--- config.mk ---
export PLATFORM = sky130hd
export DESIGN_NAME = sock_evt_latch
export DESIGN_NICKNAME = d
export VERILOG_FILES = /design/src/rtl/sock_evt_pkg.sv /design/src/rtl/sock_evt_sync.sv /design/src/rtl/sock_evt_rule.sv /design/src/rtl/sock_evt_bits.sv /design/src/rtl/sock_evt_latch.sv
export SDC_FILE = /design/constraint.sdc
export NUM_CORES = 1
export LEC_CHECK = 0
export ABC_AREA = 1
export CAP_MARGIN = 20
export CORE_MARGIN = 10
export CORE_UTILIZATION = 33
export CTS_CLUSTER_SIZE = 10
export DETAILED_ROUTE_END_ITERATION = 10
export HOLD_SLACK_MARGIN = 0.15
export PLACE_DENSITY_LB_ADDON = 0.08
export SETUP_SLACK_MARGIN = 0.3
export SLEW_MARGIN = 0
export SYNTH_ARGS = -nofsm -noshare
export SYNTH_HDL_FRONTEND = slang
export SYNTH_SLANG_ARGS = --single-unit
--- constraint.sdc ---
create_clock -name clk -period 1.3 [get_ports clk]
set_input_delay 0.13 -clock clk [delete_from_list [all_inputs] [get_ports clk]]
set_output_delay 0.13 -clock clk [all_outputs]
set_load 0.01 [all_outputs]
--- src/rtl/sock_evt_pkg.sv ---
// Package: shared constants and the per-bit edge rule for the socket
// status change latch. Assumes four status bits in the low nibble.
package sock_evt_pkg;

    localparam int NUM_EVT  = 4;
    localparam int REG_W    = 8;
    localparam int SYNC_LEN = 2;

    localparam int BIT_BATT_A = 0;
    localparam int BIT_BATT_B = 1;
    localparam int BIT_READY  = 2;
    localparam int BIT_CARD   = 3;

    typedef enum logic [1:0] {
        EK_NONE = 2'd0,
        EK_FALL = 2'd1,
        EK_ANY  = 2'd2
    } edge_kind_e;

    // Which edge direction a given status bit latches on in a given mode.
    function automatic edge_kind_e kind_of(input int idx, input logic io);
        edge_kind_e k;
        case (idx)
            BIT_CARD:   k = EK_ANY;
            BIT_READY:  k = EK_ANY;
            BIT_BATT_A: k = io ? EK_ANY  : EK_FALL;
            BIT_BATT_B: k = io ? EK_NONE : EK_FALL;
            default:    k = EK_NONE;
        endcase
        return k;
    endfunction

endpackage

--- src/rtl/sock_evt_sync.sv ---
// Module: brings W asynchronous lines into the clock domain through a
// SYNC_LEN flop chain and reports rising/falling edges against the prior
// synchronized sample. Edges are suppressed until the chain and the
// previous-sample flop hold real line values after reset.
module sock_evt_sync #(
    parameter int W        = 4,
    parameter int SYNC_LEN = 2
) (
    input  logic         clk,
    input  logic         rst_n,
    input  logic [W-1:0] line_in,
    output logic [W-1:0] level,
    output logic [W-1:0] rise,
    output logic [W-1:0] fall
);
    localparam int WARM = SYNC_LEN + 1;

    logic [W-1:0] chain [SYNC_LEN];
    logic [W-1:0] prev_q;
    logic [WARM-1:0] warm_q;

    // Synchronizer chain, one stage per generate slice.
    genvar g;
    generate
        for (g = 0; g < SYNC_LEN; g++) begin : g_stage
            if (g == 0) begin : g_first
                always_ff @(posedge clk) begin
                    if (!rst_n) chain[g] <= '0;
                    else        chain[g] <= line_in;
                end
            end else begin : g_next
                always_ff @(posedge clk) begin
                    if (!rst_n) chain[g] <= '0;
                    else        chain[g] <= chain[g-1];
                end
            end
        end
    endgenerate

    // Previous synchronized sample and warm-up qualifier.
    always_ff @(posedge clk) begin
        if (!rst_n) begin
            prev_q <= '0;
            warm_q <= '0;
        end else begin
            prev_q <= chain[SYNC_LEN-1];
            warm_q <= {warm_q[WARM-2:0], 1'b1};
        end
    end

    // Edge report, gated until the samples are trustworthy.
    always_comb begin
        level = chain[SYNC_LEN-1];
        rise  = warm_q[WARM-1] ? (level & ~prev_q) : '0;
        fall  = warm_q[WARM-1] ? (~level & prev_q) : '0;
    end

endmodule

--- src/rtl/sock_evt_rule.sv ---
// Module: applies the mode-dependent edge rule per status bit and
// produces one hit per bit. Purely combinational; assumes rise/fall are
// single-cycle pulses from the synchronizer.
module sock_evt_rule
    import sock_evt_pkg::*;
#(
    parameter int N = NUM_EVT
) (
    input  logic         io_mode,
    input  logic [N-1:0] rise,
    input  logic [N-1:0] fall,
    output logic [N-1:0] hit
);
    genvar g;
    generate
        for (g = 0; g < N; g++) begin : g_bit
            // Select which edge counts for this bit in the current mode.
            always_comb begin
                case (kind_of(g, io_mode))
                    EK_ANY:  hit[g] = rise[g] | fall[g];
                    EK_FALL: hit[g] = fall[g];
                    default: hit[g] = 1'b0;
                endcase
            end
        end
    endgenerate

endmodule

--- src/rtl/sock_evt_bits.sv ---
// Module: holds the latched status bits and the clear-arm flag. An arm
// is set by a companion-register access and consumed by the next write;
// an armed write-1 clears a bit unless a new hit lands the same cycle.
module sock_evt_bits #(
    parameter int N = 4
) (
    input  logic         clk,
    input  logic         rst_n,
    input  logic [N-1:0] hit,
    input  logic [N-1:0] en,
    input  logic         touch,
    input  logic         wr_en,
    input  logic [N-1:0] wr_ones,
    output logic [N-1:0] status,
    output logic         armed
);
    logic [N-1:0] clr_req;
    logic [N-1:0] set_req;

    // Clear and set requests for this cycle.
    always_comb begin
        clr_req = (wr_en && armed) ? wr_ones : '0;
        set_req = hit & en;
    end

    // Arm flag: a touch arms, any write without a touch disarms.
    always_ff @(posedge clk) begin
        if (!rst_n)     armed <= 1'b0;
        else if (touch) armed <= 1'b1;
        else if (wr_en) armed <= 1'b0;
    end

    // Status bits: a set wins over a clear in the same cycle.
    always_ff @(posedge clk) begin
        if (!rst_n) status <= '0;
        else        status <= (status & ~clr_req) | set_req;
    end

endmodule

--- src/rtl/sock_evt_latch.sv ---
// Module: top of the socket status change latch. Synchronizes four card
// lines, applies the mode rule, latches enabled events, and drives an
// active-high management interrupt. Assumes lines are asynchronous and
// that status_touch and reg_wr_en are single-cycle strobes.
module sock_evt_latch
    import sock_evt_pkg::*;
(
    input  logic             clk,
    input  logic             rst_n,
    input  logic             io_mode,
    input  logic             card_sense,
    input  logic             ready_line,
    input  logic             batt_a,
    input  logic             batt_b,
    input  logic [NUM_EVT-1:0] evt_en,
    input  logic             status_touch,
    input  logic             reg_wr_en,
    input  logic [REG_W-1:0] reg_wdata,
    output logic [REG_W-1:0] reg_rdata,
    output logic             mgmt_irq
);
    logic [NUM_EVT-1:0] lines_w;
    logic [NUM_EVT-1:0] lvl_w;
    logic [NUM_EVT-1:0] rise_w;
    logic [NUM_EVT-1:0] fall_w;
    logic [NUM_EVT-1:0] hit_w;
    logic [NUM_EVT-1:0] status_w;
    logic               armed_w;

    // Gather the lines in status-bit order.
    always_comb begin
        lines_w             = '0;
        lines_w[BIT_BATT_A] = batt_a;
        lines_w[BIT_BATT_B] = batt_b;
        lines_w[BIT_READY]  = ready_line;
        lines_w[BIT_CARD]   = card_sense;
    end

    sock_evt_sync #(.W(NUM_EVT), .SYNC_LEN(SYNC_LEN)) sync_i (
        .clk     (clk),
        .rst_n   (rst_n),
        .line_in (lines_w),
        .level   (lvl_w),
        .rise    (rise_w),
        .fall    (fall_w)
    );

    sock_evt_rule #(.N(NUM_EVT)) rule_i (
        .io_mode (io_mode),
        .rise    (rise_w),
        .fall    (fall_w),
        .hit     (hit_w)
    );

    sock_evt_bits #(.N(NUM_EVT)) bits_i (
        .clk     (clk),
        .rst_n   (rst_n),
        .hit     (hit_w),
        .en      (evt_en),
        .touch   (status_touch),
        .wr_en   (reg_wr_en),
        .wr_ones (reg_wdata[NUM_EVT-1:0]),
        .status  (status_w),
        .armed   (armed_w)
    );

    // Read-back view and interrupt.
    always_comb begin
        reg_rdata              = '0;
        reg_rdata[NUM_EVT-1:0] = status_w;
        mgmt_irq               = |(status_w & evt_en);
    end

endmodule

Word level (Yosys, flattened, before mapping)
Memory sizes are Yosys's and may differ from the RTL's.
Index checks and enable logic that the tools add are counted.
{ "op_classes": {"shifts": 0, "eq_ne": 4, "addsub": 0, "muxes": 14, "bitwise_logic": 15, "n_lt_le_gt_ge": 0, "reduce_logical": 3, "multipliers": 0, "div": 0} }
{ "op_table": {"columns": ["cell", "n"], "rows": [
  ["$and A4 B4 Y4", 5],
  ["$mux W4", 5],
  ["$not A4 Y4", 3],
  ["$mux W1", 6],
  ["$or A1 B1 Y1", 6],
  ["$eq A2 B1 Y1 const B", 2],
  ["$eq A2 B2 Y1 const B", 2],
  ["$or A4 B4 Y4", 1],
  ["$pmux W1 S2", 2],
  ["$reduce_or A4 Y1", 1],
  ["$mux W2", 1],
  ["$reduce_bool A2 Y1", 1],
  ["$logic_and A1 B1 Y1", 1]
]} }
{ "totals": {"ram_bits": 8, "mem_count": 1, "inputBits": 21, "register_bits": 12, "elab_cells": 42, "rom_bits": 0, "latchBits": 0, "output_inout_bits": 9} }
{ "memory_table": {"columns": ["name", "words", "word_bits", "read_ports", "rd_clocked_by_memory_dff", "wr", "line", "source"], "rows": [
  ["sync_i.chain", 2, 4, 2, 0, 2, "sock_evt_sync.sv:18", "logic [W-1:0] chain [SYNC_LEN];"]
]} }

Longest topological paths before layout
An unclocked memory read counts as a cell.
{ "logic_depth": {"ltp_word": 8, "depth_mapped": 5} }

Modules after synthesis
A second synthesis with hierarchy kept.
{ "unflattened": {"cells_unflattened": 111, "hier_area_um2": 792.0} }
{ "modules_own_cells": {"columns": ["mod", "cells_each", "area_each_um2", "instances", "seq_area_each_um2"], "rows": [
  ["sock_evt_sync", 61, 496.7, 1, 300.3],
  ["sock_evt_bits", 25, 186.4, 1, 100.1],
  ["sock_evt_latch", 14, 67.6, 1, 0.0],
  ["sock_evt_rule", 11, 41.3, 1, 0.0]
]} }

Worst setup path before layout
OpenSTA, ideal clock, no wires.
{ "synth_path": {"path_kind": "register to output", "from": "reg bits_i.status[2]", "to": "out mgmt_irq", "required_ns": 1.170, "n_path_buf": 0, "setup_slack_ns": 0.605, "arrival_time_ns": 0.565, "stages_incl_launch_ff": 3, "path_cell_list": "dfxtp_1 > nand2_1 > nand4_1"} }
{ "synth_between": {"elab_chain_cells": 2} }
{ "synth_lines": {"columns": ["item", "line", "source"], "rows": [
  ["from (decl)", "sock_evt_bits.sv:14", "output logic [N-1:0] status,"],
  ["from (signal assigned)", "sock_evt_bits.sv:36", "else status <= (status & ~clr_req) | set_req;"],
  ["$and A4 B4 Y4", "sock_evt_latch.sv:71", "mgmt_irq = |(status_w & evt_en);"],
  ["$reduce_or A4 Y1", "sock_evt_latch.sv:71", null],
  ["to (decl)", "sock_evt_latch.sv:20", "output logic mgmt_irq"]
]} }
Every way passes these cells.

Worst setup path after layout
{ "layout_path": {"from": "reg bits_i.status[3]", "to": "out mgmt_irq"} }
Same word-level chain as after synthesis.

==> impl_metrics.csv <==
group,metric,value,unit
outcome,run_status,"complete, no violations",
logic_synthesis,synth_common_cells,"nand2_1 (33), inv_1 (25), dfxtp_1 (20), nand3_1 (7)",
logic_synthesis,syn_inst,102,
sta,fin_ws,0.250,ns
sta,finalSetupViolations,0,
route,num_vias,610,
logic_synthesis,synth_top_cell_by_area,"dfxtp_1",
setup_path,crit_buf_inv,1,
sta,skew,0.00536,ns
setup_path,cp_max_fo,3,
logic_synthesis,synthDistinctLibCells,12,
sta,fin_crit_sh,0.808,
global_route,antenna_found_initial,0,
logic_synthesis,synth-edff-count,0,
global_route,grt_overflow,0,
logic_synthesis,yosysMostFrequentCell,"nand2_1",
setup_path,critPathMaxStageDelay,0.34,ns
layout,num-fill-cells,234,
sta,min_period,1.05,ns
layout,syn2layout_area_growth,34.1,%
setup_path,cp_cell_sequence,"nand2_2 > nand4_1 > buf_2",
global_route,grt_max_degree,12,
clock_tree,clock_sinks,20,
logic_synthesis,synth_top_cell_area_share,0.532,
route,routed_wl,1430,um
clock_tree,clockBufferDepth,2,
route,drt_first_pass_iters,4,
clock_tree,postCtsSetupBuffers,0,
logic_synthesis,async_reset_ff_frac,0,
sta,drv_slew,0,
pwr,leakage,0.548,nW
setup_path,cp.arrival,0.92,ns
route,drt_first_iter_violations,26,
global_route,grt_pass1_wl,2370,um
pwr,ir_worst_vdd,795,uV
floorplan,rows,17,
logic_synthesis,synth_seq_area_share,0.532,
route,post_drt_wl_per_cell,9.17,um
setup_path,crit_type,"flip-flop to primary output",
layout,final_cells,156,
hold_path,min_path_type,"input pin to flip-flop",
logic_synthesis,synth_ff_type,"dfxtp_1",
logic_synthesis,syn_area,752,um2
clock_tree,cts_tree,"done",
clock_tree,worstSkewPairLatency,0.29,ns
clock_tree,clkTransAtPathRegs,0.11,ns
setup_path,crit_path_start_kind,"flip-flop",
flow_run,max-cap-violations,0,
sta,setup_tns,0,ns
setup_path,critical-path-top-delay-family,"flip-flops",
clock_tree,cts_root_buf,"clkbuf_4",
route,routed_via_density,3.91,
route,drcViolationCount,0,
setup_path,cp.required,1.17,ns
sta,rsz0062_at_grt,"true",
logic_synthesis,synth_area_leaders,"dfxtp_1 (53%), nand2_1 (16%), inv_1 (12%)",
sta,final_hold_viol_count,0,
floorplan,fp.coreArea,2190,um2
setup_path,cp_slowest_cell,"dfxtp_2",
place,dp_cells,152,
place,hpwl,1130,um
logic_synthesis,syn_area_per_cell,7.37,um2
floorplan,start_util,0.343,
pwr,power.density,1090,nW/um2
route,ant_nets,0,
logic_synthesis,synth_seq_cells,20,
pwr,fin_total_pwr,0.00110,W
layout,design_area,1010,um2
sta,fmax,0.952,GHz
floorplan,die_h,67.7,um
place,gp_congestion,0.847,
floorplan,ios,30,
clock_tree,cts_htree_levels,1,
layout,drive_gt1_frac,0.148,
clock_tree,cts_made_buffers,3,
place,placed_area,990,um2
global_route,grt_pass1_vias,555,
floorplan,die_width,67.7,um
layout,antenna_cells,0,
global_route,track_usage,0.0656,
clock_tree,hold_buffers,0,
setup_path,endpoint_kind,"primary output",
place,numPortBuffers,21,
logic_synthesis,yosysWarnings,0,
layout,final_nets,150,
place,pre_cts_slack,-0.140,ns
floorplan,dieArea,4590,um2
[registers in the layout, summed over array words and instances (netlist names)]
name           count
bits_i.armed       1
bits_i.status      4
sync_i.chain       8
sync_i.prev_q      4
sync_i.warm_q      3
[through the flow]
step	util	hold slack (ns)
floorplan	-	0.158
global placement	0.452	0.390
detailed placement	0.452	0.392
CTS	0.459	0.339
global route	0.460	0.356
finish	0.460	0.350
[per-layer routing]
layer	routed length, um	track usage
met1	705	0.0815
met2	518	0.0892
met3	195	0.0364
met4	11	0.0308
met5	0	0
[worst reg2reg max path: cells and delay by family (launching register included)]
family | cells | cell delay [ns]
AND/OR/NAND/NOR | 2 | 0.15
AO/OA/AOI/OAI | 1 | 0.11
flip-flops | 1 | 0.40
buffers and inverters | 1 | 0.05
[cell families (layout without fill, tap and decap cells)]
logic type / count (synthesis) / in the layout / synth area share
buf+inv: 31 / 54 / 0.185
simple gates: 45 / 45 / 0.240
compound gates: 5 / 5 / 0.0383
flops: 20 / 20 / 0.532
other cells: 1 / 4 / 0.00499
[final timing paths]
check	slack (ns)	end	depth (start not counted)	start
max	0.25	mgmt_irq	3	bits_i.status[3]$_SDFF_PN0_
min	0.35	sync_i.chain[0][0]$_SDFF_PN0_	3	batt_a
max reg2reg	0.52	bits_i.status[1]$_SDFF_PN0_	4	sync_i.warm_q[2]$_SDFF_PN0_
min reg2reg	0.41	sync_i.chain[1][2]$_SDFF_PN0_	2	sync_i.chain[0][2]$_SDFF_PN0_
[cells in the final DEF (no fill, tap or decap)]
cell             instances
a21oi_1                  4
a21oi_2                  1
buf_2                    5
buf_4                    3
clkbuf_4                 3
clkbuf_8                 1
clkdlybuf4s50_1         16
conb_1                   4
dfxtp_1                 16
dfxtp_2                  4
inv_1                   25
inv_2                    1
nand2_1                 32
nand2_2                  1
nand3_1                  7
nand4_1                  1
nor2_1                   4
[power by group]
group / switching (W) / internal, W
Combinational: 0.0000425 / 0.0000620
Sequential: 0.0000108 / 0.000635
Clock: 0.000179 / 0.000170
[area by class of cell]
cell class / instances / area, um2 / share of cell area
Tap cell: 28 / 35.0 / 0.0347
Inverter: 26 / 97.6 / 0.0968
Timing Repair Buffer: 24 / 208 / 0.206
Clock buffer: 4 / 36.3 / 0.0360
Sequential cell: 20 / 405 / 0.402
Multi-Input combinational cell: 54 / 226 / 0.225
[repair_timing]
action                                  4_1_cts  5_1_grt
endpoints found under the setup margin        5        1
pin swaps                                     1        1
resized for setup                            24        1
Power figures use the tool's default switching activity.
